**src/rtl/ocu_pkg.sv**
```systemverilog
// Shared constants, action encoding and register offsets for the
// output-compare unit. Assumes a byte-wide register bus with one bit
// per channel in each control byte.
package ocu_pkg;
    localparam int unsigned BYTE_W    = 8;
    localparam int unsigned CH_N      = BYTE_W;
    localparam int unsigned MASTER_CH = CH_N - 1;
    localparam int unsigned ADDR_W    = 5;
    localparam int unsigned CMP_BYTES = 2;
    localparam int unsigned PAD_W     = CMP_BYTES * BYTE_W;
    localparam int unsigned ACT_W     = 2;
    localparam int unsigned ACT_PER_B = BYTE_W / ACT_W;

    typedef enum logic [ACT_W-1:0] {
        ACT_HOLD   = 2'b00,
        ACT_INVERT = 2'b01,
        ACT_LOW    = 2'b10,
        ACT_HIGH   = 2'b11
    } oc_act_e;

    localparam logic [ADDR_W-1:0] A_SEL      = 5'h00;
    localparam logic [ADDR_W-1:0] A_STROBE   = 5'h01;
    localparam logic [ADDR_W-1:0] A_OVR_MASK = 5'h02;
    localparam logic [ADDR_W-1:0] A_OVR_DATA = 5'h03;
    localparam logic [ADDR_W-1:0] A_DIR      = 5'h04;
    localparam logic [ADDR_W-1:0] A_ACT_LO   = 5'h05;
    localparam logic [ADDR_W-1:0] A_ACT_HI   = 5'h06;
    localparam logic [ADDR_W-1:0] A_FLAG     = 5'h07;
    localparam logic [ADDR_W-1:0] A_CNT_HI   = 5'h08;
    localparam logic [ADDR_W-1:0] A_CNT_LO   = 5'h09;
    localparam logic [ADDR_W-1:0] A_CMP_BASE = 5'h10;

    // Next pin level produced by an action applied to the current level.
    function automatic logic apply_act(input oc_act_e act, input logic cur);
        case (act)
            ACT_INVERT: return ~cur;
            ACT_LOW:    return 1'b0;
            ACT_HIGH:   return 1'b1;
            default:    return cur;
        endcase
    endfunction
endpackage

```
**src/rtl/ocu_counter.sv**
```systemverilog
// Free-running up counter for the timer. It wraps modulo 2^CNT_W and has
// no enable input: it advances on every clock once out of reset.
module ocu_counter #(
    parameter int unsigned CNT_W = 16
) (
    input  logic             clk,
    input  logic             rst_n,
    output logic [CNT_W-1:0] cnt_q
);
    // Advance the count by one each cycle.
    always_ff @(posedge clk) begin
        if (!rst_n) cnt_q <= '0;
        else        cnt_q <= cnt_q + 1'b1;
    end
endmodule

```
**src/rtl/ocu_regs.sv**
```systemverilog
// Register file and read mux for the output-compare unit. Holds the
// select, override mask/data, direction, action and compare registers.
// Produces the one-cycle strobe and flag-clear vectors from bus writes.
// Assumes 9 <= CNT_W <= 16, so a compare value spans two bytes (high first).
module ocu_regs
    import ocu_pkg::*;
#(
    parameter int unsigned CNT_W = 16
) (
    input  logic                         clk,
    input  logic                         rst_n,
    input  logic                         bus_wr,
    input  logic [ADDR_W-1:0]            bus_addr,
    input  logic [BYTE_W-1:0]            bus_wdata,
    input  logic [CH_N-1:0]              flags,
    input  logic [CNT_W-1:0]             cnt,
    output logic [BYTE_W-1:0]            bus_rdata,
    output logic [CH_N-1:0]              sel_q,
    output logic [CH_N-1:0]              mask_q,
    output logic [CH_N-1:0]              data_q,
    output logic [CH_N-1:0]              dir_q,
    output logic [CH_N-1:0][ACT_W-1:0]   act_q,
    output logic [CH_N-1:0][CNT_W-1:0]   cmp_q,
    output logic [CH_N-1:0]              strobe,
    output logic [CH_N-1:0]              flag_clr
);
    localparam int unsigned CH_IDX_W = $clog2(CH_N);

    logic [CH_N-1:0][PAD_W-1:0] cmp_pad;
    logic [PAD_W-1:0]           cnt_pad;
    logic [CH_IDX_W-1:0]        rd_ch;
    logic                       wr_cmp;

    // Decode the write-only strobes that last exactly one cycle.
    always_comb begin
        strobe   = (bus_wr && bus_addr == A_STROBE) ? bus_wdata : '0;
        flag_clr = (bus_wr && bus_addr == A_FLAG)   ? bus_wdata : '0;
        wr_cmp   = bus_wr && (bus_addr >= A_CMP_BASE);
    end

    // Store the byte-wide control registers.
    always_ff @(posedge clk) begin
        if (!rst_n) begin
            sel_q  <= '0;
            mask_q <= '0;
            data_q <= '0;
            dir_q  <= '0;
        end else if (bus_wr) begin
            case (bus_addr)
                A_SEL:      sel_q  <= bus_wdata;
                A_OVR_MASK: mask_q <= bus_wdata;
                A_OVR_DATA: data_q <= bus_wdata;
                A_DIR:      dir_q  <= bus_wdata;
                default: ;
            endcase
        end
    end

    // Per-channel action fields and compare registers, one slice per channel.
    for (genvar n = 0; n < CH_N; n++) begin : g_ch_regs
        localparam logic [ADDR_W-1:0] ACT_ADDR =
            ADDR_W'(int'(A_ACT_LO) + n / ACT_PER_B);
        localparam int unsigned ACT_LSB = ACT_W * (n % ACT_PER_B);
        localparam logic [ADDR_W-1:0] CMP_HI =
            ADDR_W'(int'(A_CMP_BASE) + CMP_BYTES * n);
        localparam logic [ADDR_W-1:0] CMP_LO = CMP_HI + 1'b1;

        // Capture this channel's action field from its shared byte.
        always_ff @(posedge clk) begin
            if (!rst_n)                            act_q[n] <= '0;
            else if (bus_wr && bus_addr == ACT_ADDR) act_q[n] <= bus_wdata[ACT_LSB +: ACT_W];
        end

        // Capture this channel's compare bytes.
        always_ff @(posedge clk) begin
            if (!rst_n) begin
                cmp_pad[n] <= '0;
            end else if (wr_cmp && bus_addr == CMP_HI) begin
                cmp_pad[n][BYTE_W +: BYTE_W] <= bus_wdata;
            end else if (wr_cmp && bus_addr == CMP_LO) begin
                cmp_pad[n][0 +: BYTE_W] <= bus_wdata;
            end
        end

        assign cmp_q[n] = cmp_pad[n][CNT_W-1:0];
    end

    // Zero-extend the counter for byte reads.
    always_comb begin
        cnt_pad            = '0;
        cnt_pad[CNT_W-1:0] = cnt;
    end

    assign rd_ch = bus_addr[CH_IDX_W:1];

    // Combinational read mux; the strobe address always returns zero.
    always_comb begin
        bus_rdata = '0;
        if (bus_addr >= A_CMP_BASE) begin
            bus_rdata = bus_addr[0] ? cmp_pad[rd_ch][0 +: BYTE_W]
                                    : cmp_pad[rd_ch][BYTE_W +: BYTE_W];
        end else begin
            case (bus_addr)
                A_SEL:      bus_rdata = sel_q;
                A_OVR_MASK: bus_rdata = mask_q;
                A_OVR_DATA: bus_rdata = data_q;
                A_DIR:      bus_rdata = dir_q;
                A_ACT_LO:   bus_rdata = act_q[ACT_PER_B-1:0];
                A_ACT_HI:   bus_rdata = act_q[CH_N-1:ACT_PER_B];
                A_FLAG:     bus_rdata = flags;
                A_CNT_HI:   bus_rdata = cnt_pad[BYTE_W +: BYTE_W];
                A_CNT_LO:   bus_rdata = cnt_pad[0 +: BYTE_W];
                default:    bus_rdata = '0;
            endcase
        end
    end
endmodule

```
**src/rtl/ocu_channel.sv**
```systemverilog
// One compare channel: detects an equality match against the counter,
// merges it with the strobe into a fire signal, and computes the pin level
// its action would produce. Purely combinational; a deselected channel
// never matches or fires.
module ocu_channel
    import ocu_pkg::*;
#(
    parameter int unsigned CNT_W = 16
) (
    input  logic [CNT_W-1:0] cnt,
    input  logic [CNT_W-1:0] cmp,
    input  logic             sel,
    input  logic             strobe,
    input  logic [ACT_W-1:0] act,
    input  logic             cur_pin,
    output logic             match,
    output logic             fire,
    output logic             next_val
);
    // Match, fire and resulting pin level for this channel.
    always_comb begin
        match    = sel && (cnt == cmp);
        fire     = match || (sel && strobe);
        next_val = apply_act(oc_act_e'(act), cur_pin);
    end
endmodule

```
**src/rtl/ocu_pin_ctrl.sv**
```systemverilog
// Pin and flag state. Resolves, per pin, the master channel's override
// against the pin's own channel action (override wins on masked pins),
// and keeps the sticky flags where a same-cycle set beats a clear.
module ocu_pin_ctrl
    import ocu_pkg::*;
(
    input  logic            clk,
    input  logic            rst_n,
    input  logic [CH_N-1:0] fire,
    input  logic [CH_N-1:0] next_val,
    input  logic [CH_N-1:0] match,
    input  logic [CH_N-1:0] mask,
    input  logic [CH_N-1:0] data,
    input  logic [CH_N-1:0] flag_clr,
    output logic [CH_N-1:0] pin_q,
    output logic [CH_N-1:0] flags_q
);
    logic [CH_N-1:0] ovr;

    // Pins taken over by the master channel this cycle.
    assign ovr = {CH_N{fire[MASTER_CH]}} & mask;

    // Update each pin from the override data or its own channel action.
    always_ff @(posedge clk) begin
        if (!rst_n) begin
            pin_q <= '0;
        end else begin
            for (int n = 0; n < CH_N; n++) begin
                if (ovr[n])       pin_q[n] <= data[n];
                else if (fire[n]) pin_q[n] <= next_val[n];
            end
        end
    end

    // Sticky flags: set on match, clear on write-one, set wins.
    always_ff @(posedge clk) begin
        if (!rst_n) flags_q <= '0;
        else        flags_q <= (flags_q & ~flag_clr) | match;
    end
endmodule

```
**src/rtl/ocu_top.sv**
```systemverilog
// Eight-channel output-compare unit. Ties together the counter, register
// file, compare channels and pin/flag state, and derives the effective
// pin direction. Assumes synchronous active-low reset and 9 <= CNT_W <= 16.
module ocu_top
    import ocu_pkg::*;
#(
    parameter int unsigned CNT_W = 16
) (
    input  logic              clk,
    input  logic              rst_n,
    input  logic              bus_wr,
    input  logic [4:0]        bus_addr,
    input  logic [7:0]        bus_wdata,
    output logic [7:0]        bus_rdata,
    output logic [7:0]        pin_out,
    output logic [7:0]        pin_oe,
    output logic [7:0]        irq_flag,
    output logic [CNT_W-1:0]  tcnt
);
    logic [CNT_W-1:0]            cnt_q;
    logic [CH_N-1:0]             sel_q, mask_q, data_q, dir_q;
    logic [CH_N-1:0][ACT_W-1:0]  act_q;
    logic [CH_N-1:0][CNT_W-1:0]  cmp_q;
    logic [CH_N-1:0]             strobe, flag_clr;
    logic [CH_N-1:0]             match_v, fire_v, next_v;
    logic [CH_N-1:0]             pin_q, flags_q;

    ocu_counter #(.CNT_W(CNT_W)) i_counter (
        .clk   (clk),
        .rst_n (rst_n),
        .cnt_q (cnt_q)
    );

    ocu_regs #(.CNT_W(CNT_W)) i_regs (
        .clk       (clk),
        .rst_n     (rst_n),
        .bus_wr    (bus_wr),
        .bus_addr  (bus_addr),
        .bus_wdata (bus_wdata),
        .flags     (flags_q),
        .cnt       (cnt_q),
        .bus_rdata (bus_rdata),
        .sel_q     (sel_q),
        .mask_q    (mask_q),
        .data_q    (data_q),
        .dir_q     (dir_q),
        .act_q     (act_q),
        .cmp_q     (cmp_q),
        .strobe    (strobe),
        .flag_clr  (flag_clr)
    );

    for (genvar n = 0; n < CH_N; n++) begin : g_chan
        ocu_channel #(.CNT_W(CNT_W)) i_chan (
            .cnt      (cnt_q),
            .cmp      (cmp_q[n]),
            .sel      (sel_q[n]),
            .strobe   (strobe[n]),
            .act      (act_q[n]),
            .cur_pin  (pin_q[n]),
            .match    (match_v[n]),
            .fire     (fire_v[n]),
            .next_val (next_v[n])
        );
    end

    ocu_pin_ctrl i_pins (
        .clk      (clk),
        .rst_n    (rst_n),
        .fire     (fire_v),
        .next_val (next_v),
        .match    (match_v),
        .mask     (mask_q),
        .data     (data_q),
        .flag_clr (flag_clr),
        .pin_q    (pin_q),
        .flags_q  (flags_q)
    );

    // Drive the outputs; a masked output-compare pin is always an output.
    always_comb begin
        pin_out  = pin_q;
        pin_oe   = dir_q | (sel_q & mask_q);
        irq_flag = flags_q;
        tcnt     = cnt_q;
    end
endmodule

```
**config.mk**
```make
export PLATFORM = sky130hd
export DESIGN_NAME = ocu_top
export DESIGN_NICKNAME = d
export VERILOG_FILES = /design/src/rtl/ocu_pkg.sv /design/src/rtl/ocu_counter.sv /design/src/rtl/ocu_regs.sv /design/src/rtl/ocu_channel.sv /design/src/rtl/ocu_pin_ctrl.sv /design/src/rtl/ocu_top.sv
export SDC_FILE = /design/constraint.sdc
export NUM_CORES = 1
export LEC_CHECK = 0
export BUFFER_PORTS_ARGS = -buffer_cell sky130_fd_sc_hd__buf_2
export CORE_AREA = 2 2 156 158
export DETAILED_ROUTE_END_ITERATION = 6
export DIE_AREA = 0 0 158 160
export PLACE_DENSITY = 0.78
export SLEW_MARGIN = 0
export SYNTH_ARGS = -nofsm -noshare
export SYNTH_HDL_FRONTEND = slang
export SYNTH_SLANG_ARGS = --single-unit
```
**constraint.sdc**
```tcl
create_clock -name clk -period 2.2 [get_ports clk]
set_input_delay 0.44 -clock clk [delete_from_list [all_inputs] [get_ports clk]]
set_output_delay 0.44 -clock clk [all_outputs]
set_load 0.02 [all_outputs]
```
==> flow_summary.toml <==
[worst_setup_path]
crit_path_end_kind = "output pin"
arrival_ns = 2.32
path_max_fanout = 2
critPathRequiredTime_ns = 1.76
criticalPathCategory = "reg2out"
cp-start-kind = "flip-flop"

[clocking]
cts_tree = "done"
clk_latency_ns = 0.54
cts_root_buf = "clkbuf_16"
cts_buffers = 24
clk_pin_slew_ns = 0.06
htreeDepth = 1
cts.sinks = 208
cts_buffer_depth = 3

[die]
die_h_um = 160
num_io_pins = 64
die_area_um2 = 25300
num_rows = 57
die_width_um = 158
initial_utilization_pct = 48.7
design.core.area_um2 = 23800

[place]
place_congestion = 1.03
place_hpwl_um = 32600
dp_cells = 1691
portBuffers = 63

[global_routing]
overflow = 0
grt_max_degree = 94
grt_pass1_wl_um = 64700
grt_pass1_vias = 10100
track_usage_pct = 34.4
antenna_found_initial = 0

[sta]
setup_viol = 8
slew_violations = 0
clock.fmax_ghz = 0.362
worst_slew_pin_slew_ns = 0.595
post-route-period-util_pct = 126
layout_min_cycle_time_ns = 2.76
clock_skew_ns = 0.0243
timing_hold_violations_final = 0
slew_headroom_pct = 60.3
setup_ws_ns = -0.562
rsz0062_at_grt = "yes"

[cells_and_area]
multi_input_area_um2 = 7060
stdcell_count = 1745
drive_above_1_share_pct = 32.3
fillCellCount = 2015
antenna-diode-count = 0
area_growth_pct = 28.0
num-nets-final = 1422
final_core_util_pct = 62.3
regArea_um2 = 4230

[logic_synthesis]
syn_avg_cell_area_um2 = 9.76
yosysWarnings = 0
synth_nets = 1205
async_flop_share_pct = 0
synth_area_um2 = 11600
ys.flop_type = "dfxtp_1"
synth_area_leaders = "dfxtp_1 36%, mux2i_1 12%, xor2_1 8.0%"
yosysTopAreaCell = "dfxtp_1"
synth_edf_count = 0
synth_cell_types = 57
syn_inst = 1188
seq_area_frac_synth_pct = 35.9
ys_ff_latch = 208
netlist.area_leader.share_pct = 35.9

[flow_run]
max-cap-violations = 0

[route]
vias_per_cell = 5.98
post_drt_wl_per_cell_um = 25.0
drtIter0Drc = 1182
post-route-drc-count = 0
wl_um = 43500
dr.pass1.iters = 5
postRouteAntennaNets = 0
route.vias.total = 10400

[hold_path]
min_path_type = "in2reg"

[run_status]
violations = "negative setup slack"
outcome = "complete, but fails checks"

[pwr]
p_leak_nw = 6.45
powerDensity_nw_per_um2 = 596
irDropWorstVdd_mv = 0.468
[routing by layer]
metal  global-route usage, %  up-vias  share of wire, %
met5                       0        -                 0
met4                    13.4        0               4.8
met3                    6.97      132                10
met2                    54.1      613                45
met1                    46.5     5080                40
li1                        -     4603                 -
[where the power goes]
group          switching, mW  internal [mW]
sequential            0.0413           3.79
combinational          0.493          0.344
clock                   1.66           2.52
total                   2.20           6.65
[metrics by stage]
| stage | worst slack (ns) | TNS [ns] | cell area (um2) | total power [mW] | hold slack (ns) |
|---|---|---|---|---|---|
| global route | -0.564 | -4.35 | 14900 | 9.06 | 0.210 |
| CTS | -0.541 | -3.92 | 14700 | 8.82 | 0.197 |
| finish | -0.562 | -4.04 | 14900 | 8.85 | 0.205 |
| detailed placement | -0.487 | -12.08 | 13700 | 4.70 | 0.474 |
| floorplan | -0.171 | -1.29 | 11700 | 4.35 | 0.451 |
| global placement | -0.470 | -10.40 | 13700 | 4.69 | 0.474 |
[Yosys cell counts, types with 12 or more instances]
library cell and instances:
a21boi_0 57, and2_1 14, buf_2 37, buf_4 12, clkbuf_1 47, dfxtp_1 208, mux2i_1 138, mux4_2 40
nand2_1 84, nand3_1 76, nand4_1 16, nor2_1 15, nor2b_1 133, nor3_1 12, nor4_1 22, xnor2_1 39
xor2_1 106
[worst paths after layout]
path / start / end / slack [ns] / cells past startpoint
worst max register to register: i_counter.cnt_q[15] / i_pins.pin_q[3] / 0.03 / 8
worst min register to register: i_regs.dir_q[0] / i_regs.dir_q[0] / 0.48 / 2
worst max-delay path: i_regs.cmp_q[55] / bus_rdata[7] / -0.56 / 5
worst min-delay path: rst_n / i_pins.pin_q[1] / 0.20 / 3
[logic make-up (layout without fill, tap and decap cells)]
family | count (synthesis) | after routing | share of synthesized area (%)
fa+ha+maj | 1 | 1 | 0.108
buf+inv | 106 | 339 | 4.41
mux | 178 | 178 | 19.7
flops | 208 | 208 | 35.9
xor+xnor | 145 | 145 | 10.9
simple gates | 415 | 415 | 20.3
compound gates | 135 | 135 | 8.65
[what timing repair did]
action / in CTS / in global routing
endpoints found under the hold margin: 0 / 0
setup buffers: 10 / 3
endpoints found under the setup margin: 16 / 18
hold buffers: 0 / 0
pin swaps: 12 / 9
resized for setup: 71 / 22
[critical path, cell delays in order, from the launching register on]
cell and delay (ns):
dfxtp_2 0.34, mux4_2 0.51, mux4_2 0.54, nand2_1 0.08
nand4_1 0.12, buf_6 0.18
[final cells by class]
cell class,count,area share [%]
multi-input cells,874,47.5
flip-flops and latches,208,28.5
clock buffers,32,4.58
inverters,6,0.152
clock inverters,10,0.952
repair buffers,291,15.6
well taps,324,2.73
[state kept, by name, summed over array words and instances (netlist names)]
register	count
i_regs.act_q	16
i_regs.data_q	8
i_regs.sel_q	8
i_pins.pin_q	8
i_regs.dir_q	8
i_pins.flags_q	8
i_counter.cnt_q	16
i_regs.mask_q	8
i_regs.cmp_q	128
[cells in the final DEF (no fill, tap or decap), drive strengths merged, types with 32 or more instances in the layout]
| master | Yosys | layout |
|---|---|---|
| dfxtp | 208 | 208 |
| mux4 | 40 | 40 |
| a21boi | 59 | 59 |
| nand2 | 85 | 85 |
| nor2b | 133 | 133 |
| xor2 | 106 | 106 |
| buf | 53 | 291 |
| nand3 | 76 | 76 |
| clkbuf | 47 | 32 |
| mux2i | 138 | 138 |
| xnor2 | 39 | 39 |
(Power assumes the default switching activity.)
